### config.mk
export PLATFORM = sky130hd
export DESIGN_NAME = int_alu
export DESIGN_NICKNAME = d
export VERILOG_FILES = /design/src/rtl/alu_pkg.sv /design/src/rtl/alu_addsub.sv /design/src/rtl/alu_logic.sv /design/src/rtl/alu_shifter.sv /design/src/rtl/int_alu.sv
export SDC_FILE = /design/constraint.sdc
export NUM_CORES = 1
export LEC_CHECK = 0
export ABC_AREA = 1
export BUFFER_PORTS_ARGS = -buffer_cell sky130_fd_sc_hd__buf_2
export CORE_MARGIN = 2
export CORE_UTILIZATION = 45
export DETAILED_ROUTE_END_ITERATION = 8
export MAX_ROUTING_LAYER = met4
export PLACE_DENSITY = 0.67
export SYNTH_ARGS = -nofsm -noshare
export SYNTH_HDL_FRONTEND = slang
export SYNTH_SLANG_ARGS = --single-unit
### constraint.sdc
create_clock -name vclk -period 5.5
set_clock_uncertainty 0.15 [all_clocks]
set_input_delay 0.825 -clock vclk [all_inputs]
set_output_delay 0.825 -clock vclk [all_outputs]
set_load 0.05 [all_outputs]
### src/rtl/alu_pkg.sv
package alu_pkg;

    typedef enum logic [4:0] {
        OP_ADD  = 5'd0,
        OP_ADDU = 5'd1,
        OP_SUB  = 5'd2,
        OP_SUBU = 5'd3,
        OP_AND  = 5'd4,
        OP_OR   = 5'd5,
        OP_XOR  = 5'd6,
        OP_NOR  = 5'd7,
        OP_SLT  = 5'd8,
        OP_SLL  = 5'd9,
        OP_SRL  = 5'd10,
        OP_SRA  = 5'd11,
        OP_SLLV = 5'd12,
        OP_SRLV = 5'd13,
        OP_SRAV = 5'd14,
        OP_LUI  = 5'd15
    } alu_op_e;

    typedef enum logic [2:0] {
        U_NONE,
        U_ARITH,
        U_LOGIC,
        U_SLT,
        U_SHIFT,
        U_UPPER
    } unit_e;

    typedef enum logic [1:0] {
        LG_AND,
        LG_OR,
        LG_XOR,
        LG_NOR
    } logic_e;

    typedef enum logic [1:0] {
        SH_LEFT,
        SH_RLOG,
        SH_RARI
    } shift_e;

    typedef struct packed {
        unit_e  unit;
        logic   sub;
        logic   trap;
        logic_e lg;
        shift_e sh;
        logic   var_amt;
    } ctrl_t;

    function automatic ctrl_t decode_op(input logic [4:0] code);
        ctrl_t c;
        c.unit    = U_NONE;
        c.sub     = 1'b0;
        c.trap    = 1'b0;
        c.lg      = LG_AND;
        c.sh      = SH_LEFT;
        c.var_amt = 1'b0;
        case (code)
            OP_ADD:  begin c.unit = U_ARITH; c.trap = 1'b1; end
            OP_ADDU: begin c.unit = U_ARITH; end
            OP_SUB:  begin c.unit = U_ARITH; c.sub = 1'b1; c.trap = 1'b1; end
            OP_SUBU: begin c.unit = U_ARITH; c.sub = 1'b1; end
            OP_AND:  begin c.unit = U_LOGIC; c.lg = LG_AND; end
            OP_OR:   begin c.unit = U_LOGIC; c.lg = LG_OR; end
            OP_XOR:  begin c.unit = U_LOGIC; c.lg = LG_XOR; end
            OP_NOR:  begin c.unit = U_LOGIC; c.lg = LG_NOR; end
            OP_SLT:  begin c.unit = U_SLT; c.sub = 1'b1; end
            OP_SLL:  begin c.unit = U_SHIFT; c.sh = SH_LEFT; end
            OP_SRL:  begin c.unit = U_SHIFT; c.sh = SH_RLOG; end
            OP_SRA:  begin c.unit = U_SHIFT; c.sh = SH_RARI; end
            OP_SLLV: begin c.unit = U_SHIFT; c.sh = SH_LEFT; c.var_amt = 1'b1; end
            OP_SRLV: begin c.unit = U_SHIFT; c.sh = SH_RLOG; c.var_amt = 1'b1; end
            OP_SRAV: begin c.unit = U_SHIFT; c.sh = SH_RARI; c.var_amt = 1'b1; end
            OP_LUI:  begin c.unit = U_UPPER; end
            default: begin c.unit = U_NONE; end
        endcase
        return c;
    endfunction

endpackage

### src/rtl/alu_addsub.sv
module alu_addsub #(
    parameter int WIDTH = 32
) (
    input  logic [WIDTH-1:0] a,
    input  logic [WIDTH-1:0] b,
    input  logic             sub,
    output logic [WIDTH-1:0] sum,
    output logic             ovf_raw,
    output logic             lt_signed
);
    localparam int MSB = WIDTH - 1;

    logic [WIDTH-1:0] b_eff;
    logic [WIDTH:0]   full;

    always_comb begin
        b_eff     = sub ? ~b : b;
        full      = {1'b0, a} + {1'b0, b_eff} + {{WIDTH{1'b0}}, sub};
        sum       = full[WIDTH-1:0];
        ovf_raw   = (a[MSB] == b_eff[MSB]) && (sum[MSB] != a[MSB]);
        // operand signs decide when they differ, so overflow cannot corrupt the compare
        lt_signed = (a[MSB] != b[MSB]) ? a[MSB] : sum[MSB];
    end

    logic [WIDTH:0] wide_ref;
    always_comb begin
        wide_ref = sub ? ({a[MSB], a} - {b[MSB], b}) : ({a[MSB], a} + {b[MSB], b});
        AST_OVF_WIDE: assert (ovf_raw == (wide_ref[WIDTH] != wide_ref[WIDTH-1]))
            else $error("overflow disagrees with widened result");
        if (sub) begin
            AST_LT_SIGNED: assert (lt_signed == ($signed(a) < $signed(b)))
                else $error("signed less-than wrong");
        end
    end

endmodule

### src/rtl/alu_logic.sv
module alu_logic
    import alu_pkg::*;
#(
    parameter int WIDTH = 32
) (
    input  logic [WIDTH-1:0] a,
    input  logic [WIDTH-1:0] b,
    input  logic_e           lg,
    output logic [WIDTH-1:0] res
);
    always_comb begin
        case (lg)
            LG_AND:  res = a & b;
            LG_OR:   res = a | b;
            LG_XOR:  res = a ^ b;
            default: res = ~(a | b);
        endcase
    end

    always_comb begin
        if (lg == LG_NOR) begin
            AST_NOR_DISJOINT: assert (((res & (a | b)) == '0) && ((res | a | b) == '1))
                else $error("nor result not complement of or");
        end
    end

endmodule

### src/rtl/alu_shifter.sv
module alu_shifter
    import alu_pkg::*;
#(
    parameter int WIDTH = 32,
    localparam int SHW = $clog2(WIDTH)
) (
    input  logic [WIDTH-1:0] val,
    input  logic [SHW-1:0]   amt,
    input  shift_e           mode,
    output logic [WIDTH-1:0] res
);
    localparam int MSB = WIDTH - 1;

    logic [WIDTH-1:0] val_rev;
    logic [WIDTH-1:0] net_in;
    logic [WIDTH-1:0] net_out;
    logic [WIDTH-1:0] out_rev;
    logic             fill;
    logic [WIDTH-1:0] stage [0:SHW];

    // left shifts run through the right-shift network with bits mirrored
    genvar gi;
    generate
        for (gi = 0; gi < WIDTH; gi++) begin : g_mirror
            assign val_rev[gi] = val[MSB-gi];
            assign out_rev[gi] = net_out[MSB-gi];
        end
    endgenerate

    assign fill     = (mode == SH_RARI) && val[MSB];
    assign net_in   = (mode == SH_LEFT) ? val_rev : val;
    assign stage[0] = net_in;

    genvar gk;
    generate
        for (gk = 0; gk < SHW; gk++) begin : g_stage
            localparam int STEP = 1 << gk;
            assign stage[gk+1] = amt[gk]
                ? {{STEP{fill}}, stage[gk][WIDTH-1:STEP]}
                : stage[gk];
        end
    endgenerate

    assign net_out = stage[SHW];
    assign res     = (mode == SH_LEFT) ? out_rev : net_out;

    logic [WIDTH-1:0] ref_val;
    always_comb begin
        case (mode)
            SH_LEFT: ref_val = val << amt;
            SH_RLOG: ref_val = val >> amt;
            default: ref_val = $unsigned($signed(val) >>> amt);
        endcase
        AST_SHIFT_MATCH: assert (res == ref_val)
            else $error("shift network mismatch");
        if (mode == SH_RARI) begin
            AST_SIGN_FILL: assert (res[MSB] == val[MSB])
                else $error("arithmetic shift lost sign");
        end
        if (mode == SH_RLOG && amt != '0) begin
            AST_ZERO_FILL: assert (res[MSB] == 1'b0)
                else $error("logical shift filled ones");
        end
    end

endmodule

### src/rtl/int_alu.sv
module int_alu
    import alu_pkg::*;
#(
    parameter int WIDTH = 32,
    localparam int SHW  = $clog2(WIDTH),
    localparam int HALF = WIDTH / 2
) (
    input  logic [WIDTH-1:0] opnd_a,
    input  logic [WIDTH-1:0] opnd_b,
    input  logic [SHW-1:0]   sh_const,
    input  logic [4:0]       alu_op,
    output logic [WIDTH-1:0] alu_out,
    output logic             is_zero,
    output logic             sig_ovf
);
    ctrl_t            ctl;
    logic [WIDTH-1:0] arith_res;
    logic             arith_ovf;
    logic             arith_lt;
    logic [WIDTH-1:0] logic_res;
    logic [WIDTH-1:0] shift_res;
    logic [SHW-1:0]   shift_amt;
    logic [WIDTH-1:0] upper_res;

    assign ctl = decode_op(alu_op);

    alu_addsub #(.WIDTH(WIDTH)) u_addsub (
        .a         (opnd_a),
        .b         (opnd_b),
        .sub       (ctl.sub),
        .sum       (arith_res),
        .ovf_raw   (arith_ovf),
        .lt_signed (arith_lt)
    );

    alu_logic #(.WIDTH(WIDTH)) u_logic (
        .a   (opnd_a),
        .b   (opnd_b),
        .lg  (ctl.lg),
        .res (logic_res)
    );

    assign shift_amt = ctl.var_amt ? opnd_a[SHW-1:0] : sh_const;

    alu_shifter #(.WIDTH(WIDTH)) u_shift (
        .val  (opnd_b),
        .amt  (shift_amt),
        .mode (ctl.sh),
        .res  (shift_res)
    );

    assign upper_res = {opnd_b[HALF-1:0], {(WIDTH-HALF){1'b0}}};

    always_comb begin
        case (ctl.unit)
            U_ARITH: alu_out = arith_res;
            U_LOGIC: alu_out = logic_res;
            U_SLT:   alu_out = {{(WIDTH-1){1'b0}}, arith_lt};
            U_SHIFT: alu_out = shift_res;
            U_UPPER: alu_out = upper_res;
            default: alu_out = '0;
        endcase
        sig_ovf = (ctl.unit == U_ARITH) && ctl.trap && arith_ovf;
        is_zero = (alu_out == '0);
    end

    always_comb begin
        if (sig_ovf) begin
            AST_NO_OVERFLOW: assert (alu_op == OP_ADD || alu_op == OP_SUB)
                else $error("overflow raised by non-trapping code");
        end
        if (alu_op > OP_LUI) begin
            AST_UNUSED_CODE: assert (is_zero && !sig_ovf)
                else $error("unused code produced output");
        end
        if (ctl.unit == U_UPPER) begin
            AST_UPPER_ZERO: assert (is_zero == (opnd_b[HALF-1:0] == '0))
                else $error("upper immediate zero flag wrong");
        end
    end

endmodule

==> flow_summary.ini <==
[synth]
ys_types = 46
postSynthAreaPerCell_um2 = 5.37
synthCells = 1420
syn_area_mm2 = 0.00762
synth_fa_ha_area_share_pct = 16.0
synthMuxAreaShare_pct = 0
synth_xor_area_share_pct = 4.37
synth_top_family_by_area = simple AND/OR/NAND/NOR gates
synth_compound_area_share_pct = 16.3
synthSimpleGateAreaFrac_pct = 51.9
synth_warnings = 0
synth-seq-area-share_pct = 0
synth_nets = 1591

[hold_path]
hp-class = in2out

[finish]
fin_util_pct = 52.3
drive_gt1_share_pct = 15.5
regArea_um2 = 0
fin_nets = 1697
syn2layout_area_growth_pct = 13.9
nFlopsAndLatches = 0
nClkBuffers = 0
diodes = 0

[routing]
ant_nets = 0
drtIter0Drc = 1493
drt_pass1_iterations = 6
routedWlPerCell_um = 20.1
drt-total-wl_um = 35000
vias_per_cell = 6.05
drc = 0
vias = 10600

[placement]
gp_congestion = 0.992
portBuffers = 108
hpwl_um = 28600

[cts]
cts_hold_buf = 0

[power]
finalPower_mw = 1.16
leakagePower_nw = 4.68
peakVddDrop_v = 0.0000711
powerDensity_mw_per_mm2 = 134

[die]
fp.dieW_um = 134
design.die.area_mm2 = 0.0180
pin_count = 108
rows = 47
start_util_pct = 45.9
fp.dieH_um = 134
core_mm2 = 0.0166

[sta]
max_freq_ghz = 0.191
final-hold-violation-count = 0
drv_slew = 0
period_share_pct = 95.1
setup_viol = 0
slew_headroom_pct = 35.3
worst_hold_slack_ns = 2.00
fin_tns_setup_ns = 0
tightest_slew_ns = 0.968
period_needed_ns = 5.23

[critical_path]
setup.worst_path.start = alu_op[2]
crit_path_end = is_zero
cp-start-kind = primary input
critPathRequiredTime_ns = 4.53
crit_path_max_fanout = 15
endpoint_kind = output pin
cp.arrival_ns = 4.25
worstSetupPathType = in2out

[flow_run]
drv_cap = 0

[status]
status = complete, no violations

[grt]
overflow = 0
antenna_found_initial = 0
grt_pass1_vias = 9571
grt_max_degree = 37
gr-usage-all-layers_pct = 38.8
grt_pass1_wl_um = 53100
[cell type report]
type	instances	area [µm²]
tap	220	275
inverter	134	503
fill	1855	7900
timing repair buffer	173	1060
multi-input combinational	1217	6840
[worst min path at each step]
stage / startpoint / to / slack (ns) / cells after the start
final: alu_op[3] / sig_ovf / 2.00 / 5
after global routing: alu_op[3] / sig_ovf / 2.03 / 5
after CTS: alu_op[3] / sig_ovf / 1.99 / 5
after detailed placement: alu_op[3] / sig_ovf / 1.99 / 5
after global placement: alu_op[3] / sig_ovf / 1.98 / 5
after floorplan: opnd_b[12] / alu_out[28] / 1.77 / 2
[through the flow]
| stage | worst slack, ns | cell area (µm²) | cells |
|---|---|---|---|
| 4_1_cts | 0.0290 | 8530 | 1737 |
| 5_1_grt | -0.0453 | 8680 | 1744 |
| 3_3_place_gp | 0.0171 | 8530 | 1737 |
| 6_report | 0.271 | 8680 | 1744 |
| 2_1_floorplan | 0.0115 | 7620 | 1420 |
| 3_5_place_dp | -0.129 | 8530 | 1737 |
[layer usage]
layer	vias to the layer above	global-route usage, %	part of all wire [%]
met2	579	60.3	44
met4	0	21.9	6.8
met5	-	-	0
met3	119	2.04	7.6
li1	5042	-	-
met1	4818	50.4	42
[cell usage after synthesis (5+ instances only)]
library cell	instances	area, µm²
nand2_1	381	1430
nand3_1	367	1840
inv_1	123	462
ha_1	96	1200
nor2_1	86	323
a21oi_1	72	360
o21ai_0	52	260
xor2_1	36	315
buf_2	28	140
clkbuf_1	23	86.3
o2111ai_1	17	149
a221oi_1	14	123
nor3_1	10	50.1
a21o_1	9	67.6
or2_2	9	56.3
nand3_2	8	80.1
buf_6	7	78.8
inv_2	7	26.3
buf_4	6	45.0
o21a_1	6	45.0
a31oi_1	5	31.3
buf_1	5	18.8
nand4_1	5	31.3
[cell families after synthesis]
kind of cell	after synthesis
simple gates	883
buf+inv	203
compound gates	199
fa+ha+maj	97
xor+xnor	38
[placed cells by master, fill, tap and decap left out, types with 9 or more instances in the layout]
master,n
o21ai_0,48
nand3_2,10
nand3_1,365
nor3_1,9
nor2_1,82
a221oi_1,13
nand2_1,378
a21o_1,9
a21oi_1,67
xor2_1,35
ha_1,96
o2111ai_1,17
buf_4,63
or2_2,9
buf_2,107
inv_1,123
[critical path, stage by stage]
cell and delay, ns:
buf_2 0.13, inv_2 0.08, nand2_1 0.06, nor2_2 0.10, nand2_1 0.11, nand2_4 0.16
buf_12 0.19, buf_12 0.12, xor2_1 0.18, ha_1 0.31, nand2_1 0.17, o21ai_0 0.15
a21oi_1 0.14, o21ai_0 0.13, nor2_2 0.17, nand3_1 0.12, nand2_2 0.13, nand2_1 0.06
a21oi_1 0.18, nand2_1 0.10, nor2_1 0.09, nand2_1 0.05, nor2_1 0.11, nand2_1 0.07
nor2_2 0.12, buf_6 0.16
[report_power, final]
part / switching (mW) / leakage [nW] / internal [mW]
sequential: 0 / 0 / 0
combinational: 0.792 / 4.68 / 0.368
clock: 0 / 0 / 0
total: 0.792 / 4.68 / 0.368
[what timing repair did]
action,CTS,global route
endpoints found under the setup margin,1,1
setup buffers,0,7
resized for setup,2,24
pin swaps,0,6
Power figures use the tool's default switching activity.
